`config.mk`:
```
export PLATFORM = sky130hd
export DESIGN_NAME = tdm_rx_frame_timer
export DESIGN_NICKNAME = d
export VERILOG_FILES = /design/src/rtl/tdm_sync_pkg.sv /design/src/rtl/tdm_frame_counter.sv /design/src/rtl/tdm_sync_tracker.sv /design/src/rtl/tdm_slot_decoder.sv /design/src/rtl/tdm_rx_frame_timer.sv
export SDC_FILE = /design/constraint.sdc
export NUM_CORES = 1
export LEC_CHECK = 0
export BUFFER_PORTS_ARGS = -buffer_cell sky130_fd_sc_hd__clkbuf_2
export CORE_ASPECT_RATIO = 0.8
export CORE_MARGIN = 2
export CORE_UTILIZATION = 55
export DETAILED_ROUTE_END_ITERATION = 6
export PLACE_DENSITY = 0.78
export SLEW_MARGIN = 10
export SYNTH_ARGS = -nofsm -noshare
export SYNTH_HDL_FRONTEND = slang
export SYNTH_SLANG_ARGS = --single-unit
```
`constraint.sdc`:
```
create_clock -name clk -period 5.9 [get_ports clk]
set_input_delay 1.18 -clock clk [delete_from_list [all_inputs] [get_ports clk]]
set_output_delay 1.18 -clock clk [all_outputs]
set_load 0.1 [all_outputs]
```
`src/rtl/tdm_sync_pkg.sv`:
```
`timescale 1ns/1ps
package tdm_sync_pkg;
  localparam int POS_W  = 11;
  localparam int LEN_W  = POS_W + 1;
  localparam int SLOT_W = 5;
  localparam int BIT_W  = 3;

  typedef enum logic [2:0] {
    MD_T1_BASE = 3'd0,
    MD_E1_BASE = 3'd1,
    MD_HS2     = 3'd2,
    MD_HS4     = 3'd3,
    MD_HS8     = 3'd4,
    MD_HS16    = 3'd5,
    MD_WIDE4   = 3'd6,
    MD_WIDE2   = 3'd7
  } bp_mode_e;

  typedef enum logic [1:0] {PW_ONE, PW_FOUR, PW_TWO} pulse_e;

  function automatic logic [LEN_W-1:0] frame_len(bp_mode_e m);
    case (m)
      MD_T1_BASE:          return LEN_W'(193);
      MD_E1_BASE, MD_HS2:  return LEN_W'(256);
      MD_HS4:              return LEN_W'(512);
      MD_HS8, MD_WIDE2:    return LEN_W'(1024);
      default:             return LEN_W'(2048);
    endcase
  endfunction

  function automatic pulse_e pulse_kind(bp_mode_e m);
    case (m)
      MD_WIDE4: return PW_FOUR;
      MD_WIDE2: return PW_TWO;
      default:  return PW_ONE;
    endcase
  endfunction

  function automatic logic is_base(bp_mode_e m);
    return (m == MD_T1_BASE) || (m == MD_E1_BASE);
  endfunction

  // log2 of serial clocks per payload bit
  function automatic logic [1:0] rate_shift(bp_mode_e m);
    case (m)
      MD_HS4:            return 2'd1;
      MD_HS8, MD_WIDE2:  return 2'd2;
      MD_HS16, MD_WIDE4: return 2'd3;
      default:           return 2'd0;
    endcase
  endfunction

  // frame position marked by a rising edge of the sync input
  function automatic logic [POS_W-1:0] anchor_pos(bp_mode_e m);
    logic [LEN_W-1:0] len;
    len = frame_len(m);
    case (pulse_kind(m))
      PW_FOUR: return POS_W'(len - LEN_W'(2));
      PW_TWO:  return POS_W'(len - LEN_W'(1));
      default: return '0;
    endcase
  endfunction

  function automatic logic pulse_due(bp_mode_e m, logic [POS_W-1:0] p);
    logic [LEN_W-1:0] len;
    logic             at_last;
    len     = frame_len(m);
    at_last = ({1'b0, p} == len - LEN_W'(1));
    case (pulse_kind(m))
      PW_FOUR: return (p <= POS_W'(1)) || at_last || ({1'b0, p} == len - LEN_W'(2));
      PW_TWO:  return (p == '0) || at_last;
      default: return (p == '0);
    endcase
  endfunction
endpackage

```
`src/rtl/tdm_frame_counter.sv`:
```
`timescale 1ns/1ps
module tdm_frame_counter
  import tdm_sync_pkg::*;
#(
  parameter int PW = POS_W,
  parameter int LW = PW + 1
) (
  input  logic          clk,
  input  logic          rst_n,
  input  logic [LW-1:0] len,
  input  logic          load,
  input  logic [PW-1:0] load_val,
  output logic [PW-1:0] pos_q,
  output logic [PW-1:0] eff_pos,
  output logic          wrap
);
  logic [PW-1:0] pos_d;

  always_comb begin
    eff_pos = load ? load_val : pos_q;
    wrap    = ({1'b0, eff_pos} == len - LW'(1));
    pos_d   = wrap ? '0 : eff_pos + PW'(1);
  end

  always_ff @(posedge clk or negedge rst_n) begin
    if (!rst_n) pos_q <= '0;
    else        pos_q <= pos_d;
  end
endmodule

```
`src/rtl/tdm_sync_tracker.sv`:
```
`timescale 1ns/1ps
module tdm_sync_tracker
  import tdm_sync_pkg::*;
#(
  parameter int PW = POS_W
) (
  input  logic          clk,
  input  logic          rst_n,
  input  bp_mode_e      mode,
  input  logic          follow,
  input  logic          sync_in,
  input  logic [PW-1:0] pos_q,
  input  logic [PW-1:0] eff_pos,
  output logic          rise_evt,
  output logic          load,
  output logic [PW-1:0] anchor,
  output logic          locked,
  output logic          sync_err
);
  logic sync_q;
  logic misplaced;
  logic shape_bad;

  always_comb begin
    rise_evt  = follow && sync_in && !sync_q;
    load      = rise_evt;
    anchor    = PW'(anchor_pos(mode));
    misplaced = rise_evt && (pos_q != anchor);
    shape_bad = (sync_in != pulse_due(mode, POS_W'(eff_pos)));
    sync_err  = follow && locked && (misplaced || shape_bad);
  end

  always_ff @(posedge clk or negedge rst_n) begin
    if (!rst_n) begin
      sync_q <= 1'b0;
      locked <= 1'b0;
    end else begin
      sync_q <= sync_in;
      if (rise_evt) locked <= 1'b1;
    end
  end
endmodule

```
`src/rtl/tdm_slot_decoder.sv`:
```
`timescale 1ns/1ps
module tdm_slot_decoder
  import tdm_sync_pkg::*;
#(
  parameter int PW = POS_W,
  parameter int SW = SLOT_W,
  parameter int BW = BIT_W
) (
  input  bp_mode_e      mode,
  input  logic          t1_map,
  input  logic [PW-1:0] eff_pos,
  output logic          first_bit,
  output logic          frm_bit,
  output logic [SW-1:0] slot_idx,
  output logic [BW-1:0] bit_idx,
  output logic          dont_care
);
  logic [PW-1:0] adj;
  logic [PW-1:0] scaled;

  always_comb begin
    adj       = eff_pos - PW'(1);
    scaled    = eff_pos >> rate_shift(mode);
    first_bit = (eff_pos == '0);
    if (mode == MD_T1_BASE) begin
      frm_bit  = first_bit;
      slot_idx = first_bit ? '0 : adj[BW +: SW];
      bit_idx  = first_bit ? '0 : adj[BW-1:0];
    end else begin
      frm_bit  = 1'b0;
      slot_idx = scaled[BW +: SW];
      bit_idx  = scaled[BW-1:0];
    end
    dont_care = t1_map && !is_base(mode) && (slot_idx[1:0] == 2'b00);
  end
endmodule

```
`src/rtl/tdm_rx_frame_timer.sv`:
```
`timescale 1ns/1ps
module tdm_rx_frame_timer
  import tdm_sync_pkg::*;
(
  input  logic              clk,
  input  logic              rst_n,
  input  logic [2:0]        mode,
  input  logic              gen_req,
  input  logic              t1_map,
  input  logic              sync_in,
  output logic              sync_out,
  output logic              sync_drive,
  output logic              sync_err,
  output logic              first_bit,
  output logic              frm_bit,
  output logic [SLOT_W-1:0] slot_idx,
  output logic [BIT_W-1:0]  bit_idx,
  output logic              dont_care
);
  bp_mode_e         md;
  logic             gen_active;
  logic             follow;
  logic [LEN_W-1:0] frame_len_w;
  logic [POS_W-1:0] pos_q;
  logic [POS_W-1:0] eff_pos;
  logic             wrap_evt;
  logic             rise_evt;
  logic             load_evt;
  logic [POS_W-1:0] anchor;
  logic             locked;

  assign md          = bp_mode_e'(mode);
  assign gen_active  = gen_req && is_base(md);
  assign follow      = !gen_active;
  assign frame_len_w = frame_len(md);

  tdm_frame_counter #(.PW(POS_W), .LW(LEN_W)) i_cnt (
    .clk      (clk),
    .rst_n    (rst_n),
    .len      (frame_len_w),
    .load     (load_evt),
    .load_val (anchor),
    .pos_q    (pos_q),
    .eff_pos  (eff_pos),
    .wrap     (wrap_evt)
  );

  tdm_sync_tracker #(.PW(POS_W)) i_trk (
    .clk      (clk),
    .rst_n    (rst_n),
    .mode     (md),
    .follow   (follow),
    .sync_in  (sync_in),
    .pos_q    (pos_q),
    .eff_pos  (eff_pos),
    .rise_evt (rise_evt),
    .load     (load_evt),
    .anchor   (anchor),
    .locked   (locked),
    .sync_err (sync_err)
  );

  tdm_slot_decoder #(.PW(POS_W), .SW(SLOT_W), .BW(BIT_W)) i_dec (
    .mode      (md),
    .t1_map    (t1_map),
    .eff_pos   (eff_pos),
    .first_bit (first_bit),
    .frm_bit   (frm_bit),
    .slot_idx  (slot_idx),
    .bit_idx   (bit_idx),
    .dont_care (dont_care)
  );

  assign sync_drive = gen_active;
  assign sync_out   = gen_active && rst_n && (eff_pos == '0);
endmodule

```
# --- Word-level counts from Yosys, hierarchy flattened ---
# Index checks and enable logic that the tools add are counted.
totals:
  output_inout_bits: 14
  word_cells: 58
  reg_bits: 13
  input_bits: 8
op_classes:
  add_sub_neg: 4
  n_shift: 1
  order_cmp: 1
  n_eq_ne: 13
  n_reduce_logical: 24
  mux: 12
op_table:
  columns: ["cell", "n"]
  rows:
  - ["case mux 12 bit (4 select lines)", 1]
  - ["== test 11 x 12 -> 1 bit", 2]
  - ["2-to-1 mux 11 bit", 2]
  - ["case mux 11 bit (2 select lines)", 1]
  - ["== test 3 bit, second input constant", 4]
  - ["subtractor 12 x 1 -> 12 bit, second input constant", 1]
  - ["subtractor 12 x 2 -> 12 bit, second input constant", 1]
  - ["adder 11 x 1 -> 11 bit, second input constant", 1]
  - ["less-or-equal comparator 11 x 1 -> 1 bit, second input constant", 1]
  - ["zero test 11 bit", 1]
  - ["!= test 11 bit", 1]
  - [">> shifter 11 x 2 -> 8 bit", 1]
  - ["logical AND 1 bit", 10]
  - ["2-to-1 mux 5 bit", 2]
  - ["subtractor 8 x 1 -> 8 bit, second input constant", 1]
  - ["== test 3 x 2 -> 1 bit, second input constant", 2]
  - ["2-to-1 mux 3 bit", 2]
  - ["case mux 2 bit (3 select lines)", 1]
  - ["OR reduction 2 bit", 3]
  - ["logical OR 1 bit", 5]
  - ["case mux 2 bit (2 select lines)", 1]
  - ["== test 3 x 1 -> 1 bit, second input constant", 1]
  - ["zero test 1 bit", 3]
  - ["zero test 3 bit", 1]
  - ["6 further kinds", 6]

# --- Longest topological paths before layout ---
depth:
  word_depth: 14
  ltp_mapped: 17
  ltp_nobuf: 13

# --- Modules after synthesis ---
# From an unflattened synthesis, not the netlist that was laid out.
unflattened:
  hier_cells: 290
  area_unflattened_um2: 2407.3
by_module_without_submodules:
  columns: ["module", "instances", "seq_area_each_um2", "area_each_um2", "cells_each"]
  rows:
  - ["tdm_frame_counter", 1, 275.3, 1109.8, 117]
  - ["tdm_sync_tracker", 1, 50.0, 648.1, 85]
  - ["tdm_slot_decoder", 1, 0.0, 560.5, 74]
  - ["tdm_rx_frame_timer", 1, 0.0, 88.8, 14]

# --- Worst setup path before layout ---
# Ideal clock, no wire load.
synth_path:
  path_kind: "input to output"
  start: "in mode[2]"
  end: "out slot_idx[4]"
  t_required_ns: 4.720
  n_path_buf: 4
  arrival_time_ns: 6.892
  stages: 11
  setup_slack_ns: -2.172
  path_cell_list: "buf_2 clkbuf_1 buf_1 nand3_1 ha_1 clkbuf_1 o21ba_2 nand3_1 o22ai_1 mux2i_1 o311ai_0"
synth_via:
  elab_chain_len: 10
  elab_cells_between_ends: 30
  cone_classes: "add/sub: 3; eq/ne: 9; shift: 1; mux: 7; reduce/logical: 10"
synth_rtl:
  columns: ["element", "line", "text"]
  rows:
  - ["start, declared", "tdm_rx_frame_timer.sv:7", "input logic [2:0] mode,"]
  - ["parallel branches: the longest is 9 deep, another holds subtractor 12 x 1 -> 12 bit", null, null]
  - ["2-to-1 mux 5 bit (*)", "tdm_slot_decoder.sv:25", "if (mode == MD_T1_BASE) begin"]
  - ["end, declared", "tdm_rx_frame_timer.sv:16", "output logic [SLOT_W-1:0] slot_idx,"]
# Every way passes the cells marked *.

# --- Worst setup path in the final report ---
layout_path:
  start: "in mode[1]"
  end: "out sync_err"
layout_via:
  elab_chain_len: 14
  elab_cells_between_ends: 36
  cone_classes: "add/sub: 2; order compare: 1; eq/ne: 12; mux: 5; reduce/logical: 16"
layout_rtl:
  columns: ["element", "line", "text"]
  rows:
  - ["parallel branches: the longest is 13 deep, another holds subtractor 12 x 1 -> 12 bit", null, null]
  - ["logical AND 1 bit (*)", "tdm_sync_tracker.sv:30", "sync_err = follow && locked && (misplaced || shape_bad);"]
  - ["end, declared", "tdm_rx_frame_timer.sv:13", "output logic sync_err,"]
# Marks and branches as above.

==> flow_summary_export.csv <==
group,metric,value,unit
status,outcome,"finished, final reports clean",
global_route,grt_max_degree,25,
worst_setup_path,crit_type,"in -> out",
placement,dp.cells,325,
global_route,grt_pass1_vias,2072,
cells_and_area,nNetsFinal,303,
clock_network,ctsResizeCount,0,
cells_and_area,fin_cells,329,
die,pin_count,22,
worst_setup_path,crit_path_top_delay_cell,"a2111oi_4",
global_route,grt_pass1_wl,10300,um
detailed_routing,postRouteAntennaNets,0,
cells_and_area,final_area,2450,um2
worst_setup_path,worst_path_most_repeated_cell,"ha_1",
timing,finalMaxSlewViolations,0,
worst_hold_path,min_from,"i_trk.locked",
power_and_ir_drop,finalPower,0.705,mW
timing,hold_ws,522,ps
clock_network,cts_hold_buf,0,
run,drv_cap,0,
placement,place_area,2400,um2
synthesis,yosysTopAreaCell,"dfrtp_1",
die,dieHeight,58.1,um
synthesis,synth-seq-cells,13,
placement,place_congestion,1.07,
worst_setup_path,cp_data_required_time,4720,ps
clock_network,htreeDepth,1,
worst_setup_path,critPathMaxStageDelay,460,ps
timing,hold_violations,0,
cells_and_area,layout-drive-gt1-share,23.3,%
detailed_routing,drc,0,
clock_network,numCtsBuffers,3,
synthesis,synth-seq-area-share,16.1,%
detailed_routing,via_per_inst,6.70,
cells_and_area,n_antenna_cell,0,
timing,rsz0062_at_grt,"false",
worst_setup_path,cp_top_family,"compound AO/OA/AOI/OAI gates",
power_and_ir_drop,total_leakage_power,0.989,nW
detailed_routing,wirelength,6250,um
worst_setup_path,path_max_fanout,11,
placement,io_buffers,21,
worst_hold_path,min_path_type,"reg -> reg",
worst_setup_path,r2r_start,"i_trk.sync_q",
synthesis,syn_area_per_cell,7.54,um2
timing,setup_viol,0,
worst_setup_path,crit_arrival,4300,ps
synthesis,yosysWarnings,0,
clock_network,clockRootBuffer,"clkbuf_8",
timing,fin_crit_sh,92.9,%
timing,tightest_slew,867,ps
worst_setup_path,crit_buf_inv,3,
synthesis,ys_types,63,
placement,dp_hpwl,4860,um
cells_and_area,area_growth,21.4,%
global_route,grt_use_total,31.8,%
die,die_w,71.7,um
clock_network,path_clk_slew,60,ps
worst_setup_path,crit_chain,"clkbuf_2 > nand3_1 > inv_1 > ha_1 > o31ai_2 > a2111oi_4 > a21oi_1 > ha_1 > o2111ai_1 > o41ai_1 > a21o_1 > a211oi_4 > buf_12",
synthesis,synth_flop_cell,"dfrtp_1",
worst_hold_path,hold_path_depth,1,
worst_hold_path,min_delay_worst_endpoint,"i_trk.locked",
worst_setup_path,endpoint_kind,"output pin",
die,fp.coreArea,3470,um2
timing,clock.fmax,182,MHz
clock_network,cts_sinks,13,
detailed_routing,drtIter0Drc,316,
power_and_ir_drop,powerDensity,288,nW/um2
worst_setup_path,critPathLaunchType,"input port",
synthesis,postSynthNetCount,282,
clock_network,clock_latency,250,ps
detailed_routing,drt_pass1_iterations,5,
timing,slew_headroom,41.8,%
global_route,grt.overflow.total,0,
worst_setup_path,r2r-end,"i_cnt.pos_q[2]",
synthesis,syn_area,2010,um2
die,dieArea,4170,um2
worst_setup_path,worst_r2r_path_depth,6,
synthesis,synth_cells,267,
worst_setup_path,regToRegSetupSlack,3330,ps
die,initial_core_util,58.0,%
detailed_routing,vias,2205,
clock_network,cts_max_path_buffers,2,
synthesis,synth_edf_count,0,
synthesis,postSynth.asyncResetShare,100,%
synthesis,synth_top_area_share,16.1,%
clock_network,postCtsSetupBuffers,0,
clock_network,cts_tree,"yes",
die,num_rows,19,
global_route,antenna_found_initial,0,
detailed_routing,routedWlPerCell,19.0,um
timing,fin_skew,0.995,ps
synthesis,synth.area.top_cells,"dfrtp_1 16%, a21oi_1 6.0%, xnor2_1 4.8%",
power_and_ir_drop,ir_worst_vdd,297,uV
timing,fin_crit,5480,ps
[synthesized netlist by cell type, drive strengths merged, types with 2 or more instances]
master   instances
nand2           18
a21o             3
o211ai           7
mux4             2
nand3           16
ha               7
o21ai           16
nand4            3
a21boi           2
mux2i            6
nand3b           5
o2111ai          3
nor3             5
and2             2
a211oi           5
nand2b           3
o31ai            3
a22oi            3
a211o            2
dfrtp           13
buf             11
a221o            3
a2bb2oi          2
a2111oi          3
xnor2           11
o41ai            3
or2              5
o22ai            6
and3             3
o221ai           4
xor2             5
a21oi           24
inv             16
nor2b            3
nor2            20
clkbuf           7
[state kept, by name, indices dropped and copies added (netlist names)]
name / flops
i_cnt.pos_q: 11
i_trk.locked: 1
i_trk.sync_q: 1
[stage by stage]
stage	utilization [%]	setup TNS (ps)	worst slack (ps)
after floorplan	-	-20.4	-14.2
after global placement	69.1	0	455
after detailed placement	69.1	0	458
after CTS	70.5	0	445
after global routing	70.5	0	214
final	70.5	0	418
[where the power goes]
group / switching [mW] / total (mW) / internal, mW / leakage, nW
clock: 0.0362 / 0.0830 / 0.0468 / 0.0255
sequential: 0.0279 / 0.133 / 0.105 / 0.164
combinational: 0.316 / 0.489 / 0.174 / 0.800
total: 0.380 / 0.705 / 0.326 / 0.989
[layer usage]
layer / up-vias / part of all wire (%) / track usage, %
met3: 18 / 9.4 / 5.39
met5: - / 0 / 0
met4: 0 / 2.0 / 11.6
met1: 998 / 44 / 45.6
li1: 1043 / - / -
met2: 146 / 45 / 48.3
[kinds of logic (layout without fill, tap and decap cells)]
group / count (synthesis) / after routing / synth area share [%]
compound gates: 101 / 101 / 37.1
simple gates: 86 / 86 / 21.7
buf+inv: 35 / 55 / 8.01
xor+xnor: 16 / 16 / 6.96
flops: 13 / 13 / 16.1
mux: 9 / 9 / 5.78
fa+ha+maj: 7 / 7 / 4.35
[final cells by class]
| class | instances | area (um2) |
|---|---|---|
| clock buffers | 3 | 41.3 |
| clock inverters | 1 | 5.00 |
| fillers | 279 | 1020 |
| inverters | 17 | 68.8 |
| multi-input cells | 219 | 1600 |
| flip-flops and latches | 13 | 325 |
| well taps | 42 | 52.6 |
| repair buffers | 34 | 353 |
[how the worst max path moves through the flow]
stage / start / end / slack, ps / cells past startpoint
floorplan: mode[2] / slot_idx[4] / -10 / 16
global placement: mode[1] / dont_care / 450 / 13
detailed placement: mode[1] / dont_care / 460 / 13
CTS: mode[1] / dont_care / 450 / 13
global route: mode[1] / dont_care / 210 / 13
finish: mode[1] / sync_err / 420 / 13
[worst reg2reg max path: stages (launching register included)]
cell and delay (ps):
dfrtp_1 370, nand2b_1 280, nor2_1 560, a31o_2 370, a2bb2oi_1 150, nor3_2 550, nor3_1 130
[cell usage in the layout (no fill, tap or decap), types with 4 or more instances in the layout]
cell	netlist	final
o21ai_1	4	4
xnor2_1	11	11
nand2_1	17	16
nor2_1	20	20
xor2_1	5	5
o211ai_1	7	7
dfrtp_1	13	13
o22ai_1	6	4
clkbuf_2	0	11
o21ai_0	12	12
buf_12	0	10
buf_4	0	13
ha_1	7	7
a21oi_1	24	24
nand3b_1	5	5
inv_1	16	16
mux2i_1	6	6
or2_2	5	5
a211oi_1	4	4
nand3_1	16	16
Power figures use the tool's default switching activity.
